[src/rtl/tcb_pkg.sv]
package tcb_pkg;

  typedef enum logic [1:0] {
    OP_BURST  = 2'b00,
    OP_TMS_LO = 2'b01,
    OP_TMS_HI = 2'b10,
    OP_RESET  = 2'b11
  } tcb_op_e;

  typedef enum logic [1:0] {
    ST_IDLE = 2'b00,
    ST_LOW  = 2'b01,
    ST_HIGH = 2'b10,
    ST_DONE = 2'b11
  } tcb_state_e;

endpackage

[src/rtl/tcb_decode.sv]
module tcb_decode
  import tcb_pkg::*;
#(
  parameter int W          = 32,
  parameter int RST_PULSES = 5
) (
  input  logic [1:0]   op_i,
  input  logic [W-1:0] data_i,
  output logic [W-1:0] count_o,
  output logic         tms_o
);

  localparam logic [W-1:0] RstCount = W'(RST_PULSES);
  localparam logic [W-1:0] OneCount = W'(1);

  always_comb begin
    unique case (tcb_op_e'(op_i))
      OP_BURST: begin
        count_o = data_i;
        tms_o   = 1'b0;
      end
      OP_TMS_LO: begin
        count_o = OneCount;
        tms_o   = 1'b0;
      end
      OP_TMS_HI: begin
        count_o = OneCount;
        tms_o   = 1'b1;
      end
      default: begin
        count_o = RstCount;
        tms_o   = 1'b1;
      end
    endcase
  end

endmodule

[src/rtl/tcb_count.sv]
module tcb_count #(
  parameter int W = 32
) (
  input  logic         clk_i,
  input  logic         rst_ni,
  input  logic         load_i,
  input  logic [W-1:0] load_val_i,
  input  logic         dec_i,
  output logic         zero_o
);

  logic [W-1:0] cnt_q, cnt_d;
  logic         cnt_en;

  assign cnt_en = load_i | dec_i;

  always_comb begin
    cnt_d = cnt_q;
    if (load_i) begin
      cnt_d = load_val_i;
    end else if (dec_i && (cnt_q != '0)) begin
      cnt_d = cnt_q - W'(1);
    end
  end

  always_ff @(posedge clk_i or negedge rst_ni) begin
    if (!rst_ni) begin
      cnt_q <= '0;
    end else if (cnt_en) begin
      cnt_q <= cnt_d;
    end
  end

  assign zero_o = (cnt_q == '0);

  // the loaded count is the value presented at load time
  a_r3_load_exact: assert property (@(posedge clk_i) disable iff (!rst_ni)
    load_i |=> (cnt_q == $past(load_val_i)));

  // one step down per decrement request
  a_r6_dec_by_one: assert property (@(posedge clk_i) disable iff (!rst_ni)
    (dec_i && !load_i) |=> (cnt_q == $past(cnt_q) - W'(1)));

  // the sequencer never asks for a decrement at zero
  a_r6_no_underflow: assert property (@(posedge clk_i) disable iff (!rst_ni)
    dec_i |-> !zero_o);

endmodule

[src/rtl/tcb_seq.sv]
module tcb_seq
  import tcb_pkg::*;
(
  input  logic clk_i,
  input  logic rst_ni,
  input  logic start_i,
  input  logic zero_i,
  output logic ready_o,
  output logic tck_o,
  output logic dec_o,
  output logic done_o
);

  tcb_state_e state_q, state_d;

  always_comb begin
    state_d = state_q;
    unique case (state_q)
      ST_IDLE: if (start_i) state_d = ST_LOW;
      ST_LOW:  state_d = zero_i ? ST_DONE : ST_HIGH;
      ST_HIGH: state_d = ST_LOW;
      default: state_d = ST_IDLE;
    endcase
  end

  always_ff @(posedge clk_i or negedge rst_ni) begin
    if (!rst_ni) begin
      state_q <= ST_IDLE;
    end else begin
      state_q <= state_d;
    end
  end

  // Moore outputs: one fixed control pattern per state
  assign ready_o = (state_q == ST_IDLE);
  assign tck_o   = (state_q == ST_HIGH);
  assign dec_o   = (state_q == ST_HIGH);
  assign done_o  = (state_q == ST_DONE);

  // test clock is high for a single system clock
  a_r5_tck_single_high: assert property (@(posedge clk_i) disable iff (!rst_ni)
    tck_o |=> !tck_o);

  // no readiness while a pulse or completion is under way
  a_r2_busy_not_ready: assert property (@(posedge clk_i) disable iff (!rst_ni)
    (tck_o || done_o) |-> !ready_o);

  // completion strobe lasts one cycle and readiness follows it
  a_r8_done_single: assert property (@(posedge clk_i) disable iff (!rst_ni)
    done_o |=> (!done_o && ready_o));

  // an exhausted count in the low phase ends the command next cycle
  a_r7_zero_finishes: assert property (@(posedge clk_i) disable iff (!rst_ni)
    (state_q == ST_LOW && zero_i) |=> done_o);

endmodule

[src/rtl/tcb_burst_gen.sv]
module tcb_burst_gen
  import tcb_pkg::*;
#(
  parameter int DATA_W     = 32,
  parameter int RST_PULSES = 5
) (
  input  logic              clk_i,
  input  logic              rst_ni,
  input  logic              cmd_valid,
  output logic              cmd_ready,
  input  logic [1:0]        cmd_op,
  input  logic [DATA_W-1:0] cmd_data,
  output logic              tck_o,
  output logic              tms_o,
  output logic              done_o
);

  logic              start;
  logic              zero;
  logic              dec;
  logic [DATA_W-1:0] load_val;
  logic              tms_sel;
  logic              tms_q;

  assign start = cmd_valid & cmd_ready;

  tcb_decode #(
    .W          (DATA_W),
    .RST_PULSES (RST_PULSES)
  ) u_decode (
    .op_i    (cmd_op),
    .data_i  (cmd_data),
    .count_o (load_val),
    .tms_o   (tms_sel)
  );

  tcb_count #(
    .W (DATA_W)
  ) u_count (
    .clk_i      (clk_i),
    .rst_ni     (rst_ni),
    .load_i     (start),
    .load_val_i (load_val),
    .dec_i      (dec),
    .zero_o     (zero)
  );

  tcb_seq u_seq (
    .clk_i   (clk_i),
    .rst_ni  (rst_ni),
    .start_i (start),
    .zero_i  (zero),
    .ready_o (cmd_ready),
    .tck_o   (tck_o),
    .dec_o   (dec),
    .done_o  (done_o)
  );

  // mode select level is captured once per command and held
  always_ff @(posedge clk_i or negedge rst_ni) begin
    if (!rst_ni) begin
      tms_q <= 1'b1;
    end else if (start) begin
      tms_q <= tms_sel;
    end
  end

  assign tms_o = tms_q;

  // mode select never moves while the test clock is high
  a_r4_tms_stable: assert property (@(posedge clk_i) disable iff (!rst_ni)
    tck_o |-> $stable(tms_o));

  // a pulse never coincides with a new command being taken
  a_r4_no_start_in_pulse: assert property (@(posedge clk_i) disable iff (!rst_ni)
    tck_o |-> !start);

endmodule

[config.mk]
export PLATFORM = sky130hd
export DESIGN_NAME = tcb_burst_gen
export DESIGN_NICKNAME = d
export VERILOG_FILES = /design/src/rtl/tcb_pkg.sv /design/src/rtl/tcb_decode.sv /design/src/rtl/tcb_count.sv /design/src/rtl/tcb_seq.sv /design/src/rtl/tcb_burst_gen.sv
export SDC_FILE = /design/constraint.sdc
export NUM_CORES = 1
export LEC_CHECK = 0
export CAP_MARGIN = 20
export CELL_PAD_IN_SITES_DETAIL_PLACEMENT = 1
export CELL_PAD_IN_SITES_GLOBAL_PLACEMENT = 2
export CORE_ASPECT_RATIO = 0.9
export CORE_MARGIN = 3
export CORE_UTILIZATION = 31
export DETAILED_ROUTE_END_ITERATION = 8
export PLACE_DENSITY = 0.86
export SYNTH_ARGS = -nofsm -noshare
export SYNTH_HDL_FRONTEND = slang
export SYNTH_SLANG_ARGS = --single-unit
[constraint.sdc]
create_clock -name clk_i -period 3.04 [get_ports clk_i]
set_input_delay 0.304 -clock clk_i [delete_from_list [all_inputs] [get_ports clk_i]]
set_output_delay 0.304 -clock clk_i [all_outputs]
set_load 0.01 [all_outputs]
Word-level counts from Yosys, hierarchy flattened
Cells that the tools add are included.
Widths: inputs -> output; s select.
{"block": "totals", "out_inout_bits": 4, "register_bits": 35, "elab_cells": 28, "input_bits": 37}
{"block": "op_classes", "n_addsub": 1, "n_eq_ne": 6, "bitwise_logic": 2, "n_reduce_logical": 9, "muxes": 7}
{"operator": "$mux 32", "count": 2}
{"operator": "$pmux 32 s2", "count": 1}
{"operator": "$logic_not 32->1", "count": 1}
{"operator": "$reduce_bool 32->1", "count": 1}
{"operator": "$sub 32x1->32 const B", "count": 1}
{"operator": "$eq 2x2->1 const B", "count": 3}
{"operator": "$pmux 2 s3", "count": 1}
{"operator": "$eq 2x1->1 const B", "count": 2}
{"operator": "$logic_not 2->1", "count": 2}
{"operator": "$reduce_or 2->1", "count": 2}
{"operator": "$mux 1", "count": 2}
{"operator": "$mux 2", "count": 1}
{"operator": "$ne 2x1->1 const B", "count": 1}
{"operator": "$reduce_and 2->1", "count": 1}
{"operator": "$reduce_bool 2->1", "count": 1}
{"operator": "$and 1x1->1", "count": 1}
{"operator": "$logic_and 1x1->1", "count": 1}
{"operator": "$or 1x1->1", "count": 1}

Depth between registers and ports, before layout
{"block": "logic_depth", "depth_word": 4, "mapped_depth": 8}

Hierarchy
From an unflattened synthesis, not the netlist that was laid out.
{"block": "hier_totals", "cells_unflattened": 284, "hier_area_um2": 2438.6}
{"mod": "tcb_count", "cells_per_inst": 230, "area_each_um2": 1996.9, "instances": 1}
{"mod": "tcb_decode", "cells_per_inst": 42, "area_each_um2": 287.8, "instances": 1}
{"mod": "tcb_seq", "cells_per_inst": 9, "area_each_um2": 103.8, "instances": 1}
{"mod": "tcb_burst_gen", "cells_per_inst": 3, "area_each_um2": 50.0, "instances": 1}

Worst setup path after synthesis
OpenSTA, ideal clock, no wires.
{"block": "synth_path", "kind": "register to register", "from": "reg u_count.cnt_q[26]", "to": "reg u_count.cnt_q[23]", "path_stages_with_launch": 7, "arrival_ns": 2.404, "setup_slack_ns": 0.512, "period_less_slack_ns": 2.528, "setup_ns": 0.124, "n_path_buf": 1, "required_ns": 2.916, "cell_sequence": "dfrtp_1 -> or4_1 -> or4_1 -> buf_2 -> o31ai_1 -> nor2_1 -> a211o_1"}
{"block": "synth_between", "elab_chain_cells": 4}
{"element": "from (decl)", "line_no": "tcb_count.sv:12", "source": "logic [W-1:0] cnt_q, cnt_d;"}
{"element": "from (signal assigned)", "line_no": "tcb_count.sv:30", "source": "cnt_q <= cnt_d;"}
{"element": "$reduce_bool 32->1", "line_no": "tcb_count.sv:21", "source": "end else if (dec_i && (cnt_q != '0)) begin"}
{"element": "$logic_and 1x1->1", "line_no": "tcb_count.sv:21"}
{"element": "$reduce_bool 2->1 (no source line)"}
{"element": "$reduce_and 2->1 (no source line)"}
Every way passes these cells.
A chain may end at the register's enable or synchronous reset.

Worst setup path after layout
{"block": "layout_path", "from": "reg u_count.cnt_q[26]", "to": "reg u_count.cnt_q[5]"}
Same word-level chain as after synthesis.

==> metrics <==
status=complete, no violations; post-cts sizing count=0; Worst path max stage delay=690 ps; initial core utilization=between 30% and 40%; Post-CTS Hold Buffers=0; slew at the pin closest to its max-slew limit=approximately 870 ps; CP Data Arrival Time=2970 ps; CTS tree=built; area of the multi-input gates=1330 um^2; EDFF count, synth=0; vias in the first global route=2,461; clock-pin transition on the worst setup and hold timing paths=roughly 80 ps; postcts setup bufs=0; io pins=just over 40; Top FF cell, synth=dfrtp_1; die width=96.6 um; ant diodes=0; fin crit share=90.7%; final setup fails=0; Clock Sinks=35; minimum clock period=2760 ps; CP bufs+invs=1; DRC Markers=0; die height=87.5 um; Layout Cells excl Fill=411; Leakage=approximately 1.1 nW; Crit Path Max Fanout=18; cell type with the highest aggregate area in the netlist=dfrtp_1; Max Cap Viol=0; post-route ant nets=0; layout cells sized above 1=between 10% and 20%; post-synth top area share=37.2%; CP endpoint kind=register; largest net degree at the start of global routing=25; delay-heaviest family, CP=simple AND/OR/NAND/NOR gates; average wire per standard cell=18.8 um; Hold Path Cell Cnt=2; Global Route Usage Sum=19.5%; CP most frequent cell=or4_1; worst hold path class=register to register; Synth area leaders=dfrtp_1 37%, or4_1 4.6%, a21oi_1 3.9%, or3_1 3.8%, nand3_1 3.7%; RSZ-0062 raised after global routing=false; Area Growth Syn to Fin=29.6%; critical path class=register to register; clock root buffer=clkbuf_8; PD cells=818 nW/um^2; RePlAce Congestion=0.916; VDD IR-drop max=332 uV; grt total ovfl=0; Detail Placement HPWL=5.63 mm; number of synthesized register bits=35; Inst Count DP=403; CORE AREA=7110 um^2; Max Slew Vio Count=0; Final Util=41.7%; f_max=363 MHz; setup TNS=0 ps; # H-tree levels=2; Post-synth ARST share=100%; register area=roughly 880 um^2; row count=29; Worst EP required=between 3000 and 4000 ps; final WL=7.72 mm; vias per inst=5.87; die area=8450 um^2; Slowest-stage cell, CP=or4_1; number of DRC markers in iteration 0=between 100 and 150; syn nets=312; stages on the worst setup path=6; Worst-Skew Late Latency=between 200 and 300 ps; Netlist cell types=47; synth warn=0; reg2reg path depth=6; first-pass GRT wire length=12.8 mm; Post-layout nets=358; Seq/Total Area, Yosys=between 30% and 40%; Mapped Area=2290 um^2; initial antenna violation count=0; Synth Area per Inst=8.44 um^2; Layout fillers=between 800 and 900; worst-path cell chain=or4_1 -> or4_1 -> o31ai_2 -> buf_4 -> o21ai_0 -> a31oi_1; relative slew slack=42.0%; Post-Synthesis Cells=271; clock tree buffer depth=2; IO buf count=40; Num CTS Buffers=5; Worst Clk Skew=6.76 ps; Final Hold Viols=0; via count=2,413; CP Launch Type=register; TritonRoute pass-1 iters=4
==> logic make-up after synthesis <==
kind of cell | Yosys count | share of synthesized area, %
simple gates | 123 | 30.8
compound gates | 81 | 23.2
flops | 35 | 38.3
buf+inv | 25 | 4.26
fa+ha+maj | 4 | 2.19
xor+xnor | 3 | 1.15
==> where the power goes <==
part / total, W / internal (W) / switching [W] / leakage, nW
clock network: 0.000387 / 0.000207 / 0.000179 / 0.0515
logic: 0.00115 / 0.000496 / 0.000653 / 0.643
registers: 0.000889 / 0.000657 / 0.000232 / 0.439
total: 0.00242 / 0.00136 / 0.00106 / 1.13
==> worst min-delay path: stages (launching register included) <==
cell and delay [ps]:
dfstp_2 380, nand2_1 50, o31ai_1 60
==> registers in the layout (all words and copies together) (netlist names) <==
name,cells
u_seq.state_q,2
u_count.cnt_q,32
tms_o,1
==> through the flow <==
step	worst slack, ps	hold WS [ps]	area [um^2]	power [W]
finish	283	483	2970	0.00242
global route	146	505	2970	0.00265
CTS	276	483	2970	0.00244
detailed placement	322	472	2870	0.00204
global placement	425	472	2870	0.00199
floorplan	512	8.41	2290	0.00157
==> cell type report <==
cell class	instances	area share (%)
Clock buffer	8	3.38
Timing Repair Buffer	55	17.3
Sequential cell	35	29.6
Inverter	9	1.14
Tap cell	93	3.92
Multi-Input combinational cell	211	44.7
==> layout by cell type, fill, tap and decap left out, types with 2 or more instances in the layout <==
cell type,synthesis,routed
a21oi_1,18,18
inv_1,8,8
nor4_1,7,7
or4_4,2,2
dfrtp_1,34,34
or2_2,4,4
a211oi_1,4,4
and3_1,3,3
a31oi_1,12,12
and2_1,3,3
or3_1,14,14
a211o_1,2,2
nor2_1,15,15
o31ai_1,6,5
clkdlybuf4s50_1,0,40
nand2b_1,2,2
o21ai_0,17,17
buf_4,0,15
a221oi_1,2,2
nor3_1,8,8
nand4b_1,2,2
nand2_1,20,20
or4_1,14,14
nor4b_1,2,2
a32o_1,2,2
ha_1,4,4
nand3_1,17,17
o311ai_0,7,7
xor2_1,2,2
clkbuf_8,0,7
nand4_1,4,4
o211ai_1,4,4
==> synthesized netlist by cell type (2+ instances only) <==
cell type   n
inv_1       8
or2_2       4
or4_1      14
a21oi_1    18
a32o_1      2
clkbuf_1   13
nor4b_1     2
a211oi_1    4
nand4b_1    2
nand3_1    17
nand2_1    20
o21ai_0    17
o311ai_0    7
nor2_1     15
buf_2       3
or3_1      14
a31oi_1    12
or4_4       2
o211ai_1    4
nand4_1     4
nor3_1      8
and2_1      3
and3_1      3
a221oi_1    2
xor2_1      2
nor4_1      7
a211o_1     2
o31ai_1     6
ha_1        4
nand2b_1    2
dfrtp_1    34
==> per-layer routing <==
metal	GRT usage, %	routed length [um]	part of all wire, %	up-vias
met4	3.82	48	0.62	0
li1	-	-	-	1151
met1	28.5	3790	49	1206
met2	30.6	3540	46	52
met5	0	0	0	-
met3	3.28	334	4.3	4
==> final timing paths <==
path / startpoint / slack, ps / end
max in group asynchronous: rst_ni / 1860 / u_count.cnt_q[23]
min in group asynchronous: rst_ni / 510 / u_count.cnt_q[8]
min reg2reg: tms_o / 480 / tms_o
min: tms_o / 480 / tms_o
max: u_count.cnt_q[26] / 280 / u_count.cnt_q[5]
max reg2reg: u_count.cnt_q[26] / 280 / u_count.cnt_q[5]
Power figures use the tool's default switching activity.
